$ cat config.mk
export PLATFORM = sky130hd
export DESIGN_NAME = cmt_timer
export DESIGN_NICKNAME = d
export VERILOG_FILES = /design/src/rtl/cmt_pkg.sv /design/src/rtl/cmt_prescale.sv /design/src/rtl/cmt_channel.sv /design/src/rtl/cmt_timer.sv
export SDC_FILE = /design/constraint.sdc
export NUM_CORES = 1
export LEC_CHECK = 0
export CAP_MARGIN = 20
export CORE_ASPECT_RATIO = 0.75
export CORE_MARGIN = 4
export CORE_UTILIZATION = 49
export DETAILED_ROUTE_END_ITERATION = 16
export DONT_BUFFER_PORTS = 1
export GPL_TIMING_DRIVEN = 0
export PLACE_DENSITY = 0.66
export REMOVE_ABC_BUFFERS = 1
export SKIP_CTS_REPAIR_TIMING = 1
export SYNTH_ARGS = -nofsm -noshare
export SYNTH_HDL_FRONTEND = slang
export SYNTH_SLANG_ARGS = --single-unit
export TNS_END_PERCENT = 50
$ cat constraint.sdc
create_clock -name clk -period 2.11 [get_ports clk]
set_clock_uncertainty 0.15 [all_clocks]
set_input_delay 0.3165 -clock clk [delete_from_list [all_inputs] [get_ports clk]]
set_output_delay 0.3165 -clock clk [all_outputs]
set_load 0.005 [all_outputs]
$ cat src/rtl/cmt_pkg.sv
package cmt_pkg;
  localparam int FLAG_BIT = 7;
  localparam int IE_BIT   = 6;
  localparam int SEL_W    = 2;
  localparam int SUB_W    = 2;

  typedef logic [SEL_W-1:0] presel_t;

  typedef enum logic [SUB_W-1:0] {
    SUB_SHARED = 2'd0,
    SUB_CSR    = 2'd1,
    SUB_CNT    = 2'd2,
    SUB_CMP    = 2'd3
  } sub_e;

  // log2 of the divide ratio: 8, 32, 128, 512
  function automatic int unsigned div_shift(input presel_t s);
    return 32'd3 + 32'd2 * 32'(s);
  endfunction
endpackage

$ cat src/rtl/cmt_prescale.sv
module cmt_prescale #(
  parameter int PRE_W = 9
) (
  input  logic            clk,
  input  logic            rst,
  input  logic            run,
  input  logic            tick,
  input  cmt_pkg::presel_t sel,
  output logic            step
);
  logic [PRE_W-1:0] pre_q;
  logic [PRE_W-1:0] lim;
  logic             term;

  always_comb begin
    lim  = PRE_W'((32'd1 << cmt_pkg::div_shift(sel)) - 32'd1);
    term = (pre_q >= lim);
  end

  assign step = run & tick & term;

  always_ff @(posedge clk) begin
    if (rst || !run)
      pre_q <= '0;
    else if (tick)
      pre_q <= term ? '0 : pre_q + 1'b1;
  end
endmodule

$ cat src/rtl/cmt_channel.sv
module cmt_channel #(
  parameter int CNT_W = 16,
  parameter int PRE_W = 9
) (
  input  logic             clk,
  input  logic             rst,
  input  logic             tick,
  input  logic             run,
  input  logic             csr_we,
  input  logic             cnt_we,
  input  logic             cmp_we,
  input  logic [CNT_W-1:0] wdata,
  output logic [CNT_W-1:0] csr_o,
  output logic [CNT_W-1:0] cnt_o,
  output logic [CNT_W-1:0] cmp_o,
  output logic             irq_o
);
  import cmt_pkg::*;

  logic [CNT_W-1:0] cnt_q, cmp_q, pval_q;
  logic             flag_q, ie_q, pend_q, seen_q, irq_q;
  presel_t          sel_q;
  logic             step, load, hit;

  cmt_prescale #(.PRE_W(PRE_W)) u_pre (
    .clk (clk),
    .rst (rst),
    .run (run),
    .tick(tick),
    .sel (sel_q),
    .step(step)
  );

  assign load = pend_q & seen_q & tick & ~cnt_we;
  assign hit  = step & (cnt_q == cmp_q) & ~load;

  // counter with delayed software load
  always_ff @(posedge clk) begin
    if (rst) begin
      cnt_q  <= '0;
      pend_q <= 1'b0;
      seen_q <= 1'b0;
      pval_q <= '0;
    end else begin
      if (load)
        cnt_q <= pval_q;
      else if (step)
        cnt_q <= (cnt_q == cmp_q) ? '0 : cnt_q + 1'b1;

      if (cnt_we) begin
        pend_q <= 1'b1;
        seen_q <= 1'b0;
        pval_q <= wdata;
      end else if (load) begin
        pend_q <= 1'b0;
        seen_q <= 1'b0;
      end else if (pend_q && tick) begin
        seen_q <= 1'b1;
      end
    end
  end

  // control/status, compare and interrupt
  always_ff @(posedge clk) begin
    if (rst) begin
      cmp_q  <= '1;
      flag_q <= 1'b0;
      ie_q   <= 1'b0;
      sel_q  <= '0;
      irq_q  <= 1'b0;
    end else begin
      if (cmp_we) cmp_q <= wdata;
      if (hit)
        flag_q <= 1'b1;
      else if (csr_we && !wdata[FLAG_BIT])
        flag_q <= 1'b0;
      if (csr_we) begin
        ie_q  <= wdata[IE_BIT];
        sel_q <= wdata[SEL_W-1:0];
      end
      irq_q <= flag_q & ie_q;
    end
  end

  always_comb begin
    csr_o              = '0;
    csr_o[FLAG_BIT]    = flag_q;
    csr_o[IE_BIT]      = ie_q;
    csr_o[SEL_W-1:0]   = sel_q;
  end

  assign cnt_o = cnt_q;
  assign cmp_o = cmp_q;
  assign irq_o = irq_q;

  AST_HOLD_NO_TICK: assert property (@(posedge clk) disable iff (rst)
    !tick |=> $stable(cnt_q));
  AST_LOAD_SECOND_TICK: assert property (@(posedge clk) disable iff (rst)
    (pend_q && seen_q && tick && !cnt_we) |=> (cnt_q == $past(pval_q)));
  AST_WRAP_ON_MATCH: assert property (@(posedge clk) disable iff (rst)
    (step && (cnt_q == cmp_q) && !load) |=> (cnt_q == '0 && flag_q));
  AST_FLAG_STICKY: assert property (@(posedge clk) disable iff (rst)
    (flag_q && !(csr_we && !wdata[FLAG_BIT])) |=> flag_q);
  AST_IRQ_GATED: assert property (@(posedge clk) disable iff (rst)
    irq_q |-> $past(ie_q));
endmodule

$ cat src/rtl/cmt_timer.sv
module cmt_timer #(
  parameter int NUM_CH = 2,
  parameter int CNT_W  = 16,
  parameter int PRE_W  = 9,
  parameter int ADDR_W = $clog2(4 * NUM_CH)
) (
  input  logic              clk,
  input  logic              rst,
  input  logic              tick_en,
  input  logic [ADDR_W-1:0] bus_addr,
  input  logic              bus_we,
  input  logic [CNT_W-1:0]  bus_wdata,
  output logic [CNT_W-1:0]  bus_rdata,
  output logic [NUM_CH-1:0] irq
);
  import cmt_pkg::*;

  localparam int IDX_W = ADDR_W - SUB_W;

  logic [NUM_CH-1:0] start_q;
  logic [CNT_W-1:0]  csr_w [NUM_CH];
  logic [CNT_W-1:0]  cnt_w [NUM_CH];
  logic [CNT_W-1:0]  cmp_w [NUM_CH];
  logic [CNT_W-1:0]  rd_mux;
  logic [CNT_W-1:0]  rdata_q;
  logic [IDX_W-1:0]  ch_idx;
  sub_e              sub;

  assign ch_idx = bus_addr[ADDR_W-1:SUB_W];
  assign sub    = sub_e'(bus_addr[SUB_W-1:0]);

  always_ff @(posedge clk) begin
    if (rst)
      start_q <= '0;
    else if (bus_we && bus_addr == '0)
      start_q <= bus_wdata[NUM_CH-1:0];
  end

  for (genvar c = 0; c < NUM_CH; c++) begin : g_ch
    logic sel_me;
    assign sel_me = bus_we && (int'(ch_idx) == c);

    cmt_channel #(.CNT_W(CNT_W), .PRE_W(PRE_W)) u_ch (
      .clk   (clk),
      .rst   (rst),
      .tick  (tick_en),
      .run   (start_q[c]),
      .csr_we(sel_me && sub == SUB_CSR),
      .cnt_we(sel_me && sub == SUB_CNT),
      .cmp_we(sel_me && sub == SUB_CMP),
      .wdata (bus_wdata),
      .csr_o (csr_w[c]),
      .cnt_o (cnt_w[c]),
      .cmp_o (cmp_w[c]),
      .irq_o (irq[c])
    );
  end

  always_comb begin
    rd_mux = '0;
    if (sub == SUB_SHARED) begin
      if (ch_idx == '0) rd_mux = CNT_W'(start_q);
    end else begin
      for (int c = 0; c < NUM_CH; c++) begin
        if (int'(ch_idx) == c) begin
          case (sub)
            SUB_CSR: rd_mux = csr_w[c];
            SUB_CNT: rd_mux = cnt_w[c];
            SUB_CMP: rd_mux = cmp_w[c];
            default: rd_mux = '0;
          endcase
        end
      end
    end
  end

  always_ff @(posedge clk) begin
    if (rst) rdata_q <= '0;
    else     rdata_q <= rd_mux;
  end

  assign bus_rdata = rdata_q;

  AST_START_ISOLATED: assert property (@(posedge clk) disable iff (rst)
    (!bus_we || bus_addr != '0) |=> $stable(start_q));
endmodule

* After elaboration in Yosys (flattened, before gate mapping)
Cells that the tools add are included.
Storage, ports and cells: output and inout port bits 18, input bits 23, register bits 146
Cells by class: eq/ne operators 5, reductions and logical operators 28, add/sub/neg operators 8, muxes and demuxes 21, bitwise logic cells 21, $lt $le $gt $ge 2, shifts and indexed selects 2
Operators with widths (number):
- $mux W16 | 8
- $pmux W16 S3 | 2
- $add A16 B1 Y16 const B | 2
- $eq A16 B16 Y1 | 2
- $add A9 B1 Y9 const B | 2
- $ge A9 B9 Y1 | 2
- $mux W9 | 2
- $shl A1 B4 Y9 const A | 2
- $sub A9 B1 Y9 const B | 2
- $and A1 B1 Y1 | 16
- $logic_and A1 B1 Y1 | 13
- $reduce_bool A2 Y1 | 6
- $add A2 B3 Y4 const A | 2
- $mux W1 | 8
- $reduce_or A3 Y1 | 2
- $not A1 Y1 | 5
- $eq A2 B2 Y1 const B | 2
- $logic_not A1 Y1 | 3
- $logic_not A3 Y1 | 1
- $eq A2 B1 Y1 const B | 1
- $logic_not A2 Y1 | 1
- $logic_or A1 B1 Y1 | 2
- $mux W2 | 1

* Longest topological paths before layout
depth after elaboration 8, gate-level depth with buffers 8, depth with buffers taken out 7

* Cells and area by module
From an unflattened synthesis, not the netlist that was laid out.
Unflattened totals: cell total of the unflattened synthesis 850, area, all modules 7793.7 µm²
By module, submodules not included:
- cmt_channel | area an instance 2516.2 µm², cells each 272, times used 2
- cmt_prescale | area an instance 706.9 µm², cells each 82, times used 2
- cmt_timer | area an instance 1347.5 µm², cells each 142, times used 1

* Least setup slack after synthesis
OpenSTA, ideal clock, no wires.
path kind reg2reg, start register g_ch[1].u_ch.sel_q[1], end register g_ch[1].u_ch.cnt_q[10], data arrival time 2.026 ns, data required time 1.843 ns, cell stages (with the launch flop) 9, setup slack -0.183 ns, library setup time 0.117 ns, cell sequence dfxtp_1 > nand2_1 > ha_1 > nand3_1 > or2_1 > o211ai_1 > buf_2 > o211ai_1 > a32o_1
On the way: cells in the longest elaborated chain, start to end 6
RTL lines:
- from (decl) | RTL line cmt_channel.sv:22 | presel_t sel_q;
- from (signal assigned) | RTL line cmt_channel.sv:79 | sel_q <= wdata[SEL_W-1:0];
- $add A2 B3 Y4 | RTL line cmt_pkg.sv:18 | return 32'd3 + 32'd2 * 32'(s);
- $shl A1 B4 Y9 | RTL line cmt_prescale.sv:16 | lim = PRE_W'((32'd1 << cmt_pkg::div_shift(sel)) - 32'd1);
- $sub A9 B1 Y9 | RTL line cmt_prescale.sv:16
- $ge A9 B9 Y1 | RTL line cmt_prescale.sv:17 | term = (pre_q >= lim);
- $and A1 B1 Y1 | RTL line cmt_prescale.sv:20 | assign step = run & tick & term;
- $reduce_bool A2 Y1 (no source line)
- to (signal assigned) | RTL line cmt_channel.sv:46 | cnt_q <= pval_q;
- to (signal assigned) | RTL line cmt_channel.sv:48 | cnt_q <= (cnt_q == cmp_q) ? '0 : cnt_q + 1'b1;
- to (decl) | RTL line cmt_channel.sv:20 | logic [CNT_W-1:0] cnt_q, cmp_q, pval_q;
No other way between the ends. A chain may end at the register's enable or synchronous reset.

* Worst setup path after layout
start register g_ch[0].u_ch.sel_q[1], end register g_ch[0].u_ch.cnt_q[2]
On the way: cells in the longest elaborated chain, start to end 6
RTL lines (RTL line):
- from (decl) | cmt_channel.sv:22
- from (signal assigned) | cmt_channel.sv:79
- $add A2 B3 Y4 | cmt_pkg.sv:18
- $shl A1 B4 Y9 | cmt_prescale.sv:16
- $sub A9 B1 Y9 | cmt_prescale.sv:16
- $ge A9 B9 Y1 | cmt_prescale.sv:17
- $and A1 B1 Y1 | cmt_prescale.sv:20
- $reduce_bool A2 Y1 (no source line)
- to (signal assigned) | cmt_channel.sv:46
- to (signal assigned) | cmt_channel.sv:48
- to (decl) | cmt_channel.sv:20
No other way between the ends.

==> flow_summary.ini <==
[sta]
final_max_slew_viol_count = 0
period_minus_slack_ns = 2.29
period_share = 1.09
finalHoldViolCount = 14
setup-violations-final = 16
whs_ns = -0.0428
relSlewSlack = 0.407
fin_tns_setup_ns = -2.43
rsz0062_at_grt = true
fin_ws_ns = -0.185
max_freq_mhz = 436
worst_pin_slew_ns = 0.886

[setup_path]
crit_type = reg2reg
required_ns = 2.27
critical_path.max_stage_delay_ns = 0.51
cp_max_fo = 7
critPathLaunchType = flop
critPathBufInv = 0
endpoint_kind = flop
crit_slowest_cell = a22oi_2
critPathArrivalTime_ns = 2.46
worstPathCellList = nand2_4 > ha_4 > and4_1 > and2_4 > a22oi_2 > a21oi_4 > a32o_1
critPathTopFamily = compound AO/OA/AOI/OAI gates

[power_and_ir_drop]
p_comb_frac = 0.060
p_sw_mw = 1.43
switching_share = 0.226
power_density_nw_per_um2 = 705
clkPwrFrac = 0.489
vdd_ir_drop_max_mv = 0.509
p_int_mw = 4.90
sequentialPowerShare = 0.452
leakagePower_nw = 3.16

[hold_path]
hold_class = in2reg

[synthesis]
synth_seq_cells = 146
ys_top_cells_by_area = dfxtp_1 (38%), nand2_1 (7.8%), a21oi_1 (4.7%), mux2_2 (4.3%), xnor2_1 (3.9%)
ys_warn_count = 0
ys_seq_area_frac = 0.383
synth.distinct_cells = 61
synthFlopType = dfxtp_1
yosysTopAreaCellShare = 0.383
synth_edf_count = 0
syn_inst = 911
syn_area_um2 = 7630
avgSynthCellArea_um2 = 8.38
async_flop_share = 0
yosysTopAreaCell = dfxtp_1

[routing]
totalWireLength_um = 21000
drt_iter0_drc = 508
drt_first_pass_iters = 5
final_antenna_net_count = 0
vias = 6689
viasPerCell = 5.95
drc_errors = 0
wire_per_inst_um = 18.7

[status]
violations = negative hold slack, negative setup slack
run_status = complete, but fails checks

[die]
die_w_um = 152
dieArea_um2 = 17700
core_area_um2 = 15200
die_h_um = 116
pin_count = 41
core.rowCount = 39
initial_core_util = 0.501

[global_routing]
grt.overflow.total = 0
grt.total_usage = 0.223
grt_max_degree = 111
grt_pass1_wl_um = 32100
grt_pass1_vias = 5878
antenna_found_initial = 0

[layout]
drive_above_1_share = 0.155
num_antenna_cells = 0
layout_common_cells = nand2_1 (156), dfxtp_1 (126), a21oi_1 (67), nor2_1 (50), xnor2_1 (32)
area_growth_pct = 17.6
layout_commonest_cell = nand2_1
n_fill_cell = 1357
fin_nets = 950
postLayoutCoreUtil = 0.589
layout.cells.non_filler = 1125

[place]
numPortBuffers = 0
dp_cells = 1054
dp_hpwl_um = 13000
place.gp.congestion = 0.835

[clock_tree]
clk_latency_ns = 0.43
root_buffer = clkbuf_16
cts-buffers-inserted = 17
path_clk_slew_ns = 0.06
cts_max_level = 4
clock_path_buffers = 2
clkSinkCount = 146
tritoncts = done

[job]
drv_cap = 0
-- stage by stage --
stage | setup WS, ns | area [µm²] | power [mW]
floorplan | -1.40 | 7320 | 3.12
global placement | -2.98 | 7580 | 3.18
detailed placement | -0.839 | 7700 | 3.18
CTS | -0.863 | 8300 | 6.23
global route | -0.249 | 8970 | 6.51
finish | -0.185 | 8970 | 6.33
-- power by group through the flow --
stage / logic [mW] / clock network, mW / registers [mW]
after global placement: 0.255 / 0 / 2.92
final: 0.379 / 3.09 / 2.86
after CTS: 0.262 / 3.11 / 2.86
after floorplan: 0.212 / 0 / 2.91
after detailed placement: 0.260 / 0 / 2.92
after global routing: 0.415 / 3.23 / 2.86
-- state kept, by name, indices dropped and copies added (netlist names) --
name                   cells
g_ch.u_ch.pval_q          32
g_ch.u_ch.u_pre.pre_q     18
g_ch.u_ch.sel_q            4
g_ch.u_ch.cnt_o           32
bus_rdata                 16
g_ch.u_ch.irq_o            2
start_q                    2
g_ch.u_ch.pend_q           2
g_ch.u_ch.ie_q             2
g_ch.u_ch.flag_q           2
g_ch.u_ch.cmp_o           32
g_ch.u_ch.seen_q           2
-- final cells by class --
cell class                      instances  area (µm²)  share of cell area
Multi-Input combinational cell        684        4610               0.514
Sequential cell                       146        2960               0.330
Inverter                               10        37.5             0.00418
Clock inverter                          9         133              0.0148
Timing Repair Buffer                   50         515              0.0575
Clock buffer                           21         460              0.0513
Tap cell                              205         256              0.0286
-- cell usage after synthesis (18+ instances only) --
library cell / count
a21oi_1: 71
a32o_1: 26
clkbuf_1: 45
dfxtp_1: 146
ha_1: 18
mux2_2: 29
nand2_1: 158
nand3_1: 21
nand3b_1: 20
nand4_1: 24
nor2_1: 54
nor2b_1: 22
nor3_1: 22
o21ai_0: 24
xnor2_1: 34
-- worst paths after layout --
| path | start | end | slack [ns] | cells past startpoint |
|---|---|---|---|---|
| worst max-delay path | g_ch[0].u_ch.sel_q[1] | g_ch[0].u_ch.cnt_o[2] | -0.18 | 7 |
| worst min-delay path | bus_wdata[7] | g_ch[1].u_ch.flag_q | -0.04 | 2 |
| worst max register to register | g_ch[0].u_ch.sel_q[1] | g_ch[0].u_ch.cnt_o[2] | -0.18 | 7 |
| worst min register to register | g_ch[0].u_ch.pval_q[7] | g_ch[0].u_ch.pval_q[7] | 0.31 | 2 |
-- layer usage --
layer	up-vias	GRT usage	wire (µm)
met5	-	0	0
met4	0	0.0521	233
met3	21	0.0538	1820
li1	3258	-	-
met2	233	0.316	8640
met1	3177	0.340	10300
-- kinds of logic after synthesis --
family                   synth area share
AO/OA/AOI/OAI                       0.178
other                            0.000491
AND/OR/NAND/NOR                     0.242
XOR/XNOR                           0.0574
flip-flops                          0.383
adder cells (fa/ha/maj)            0.0295
buffers and inverters              0.0454
multiplexers                       0.0644
Power figures use the tool's default switching activity.
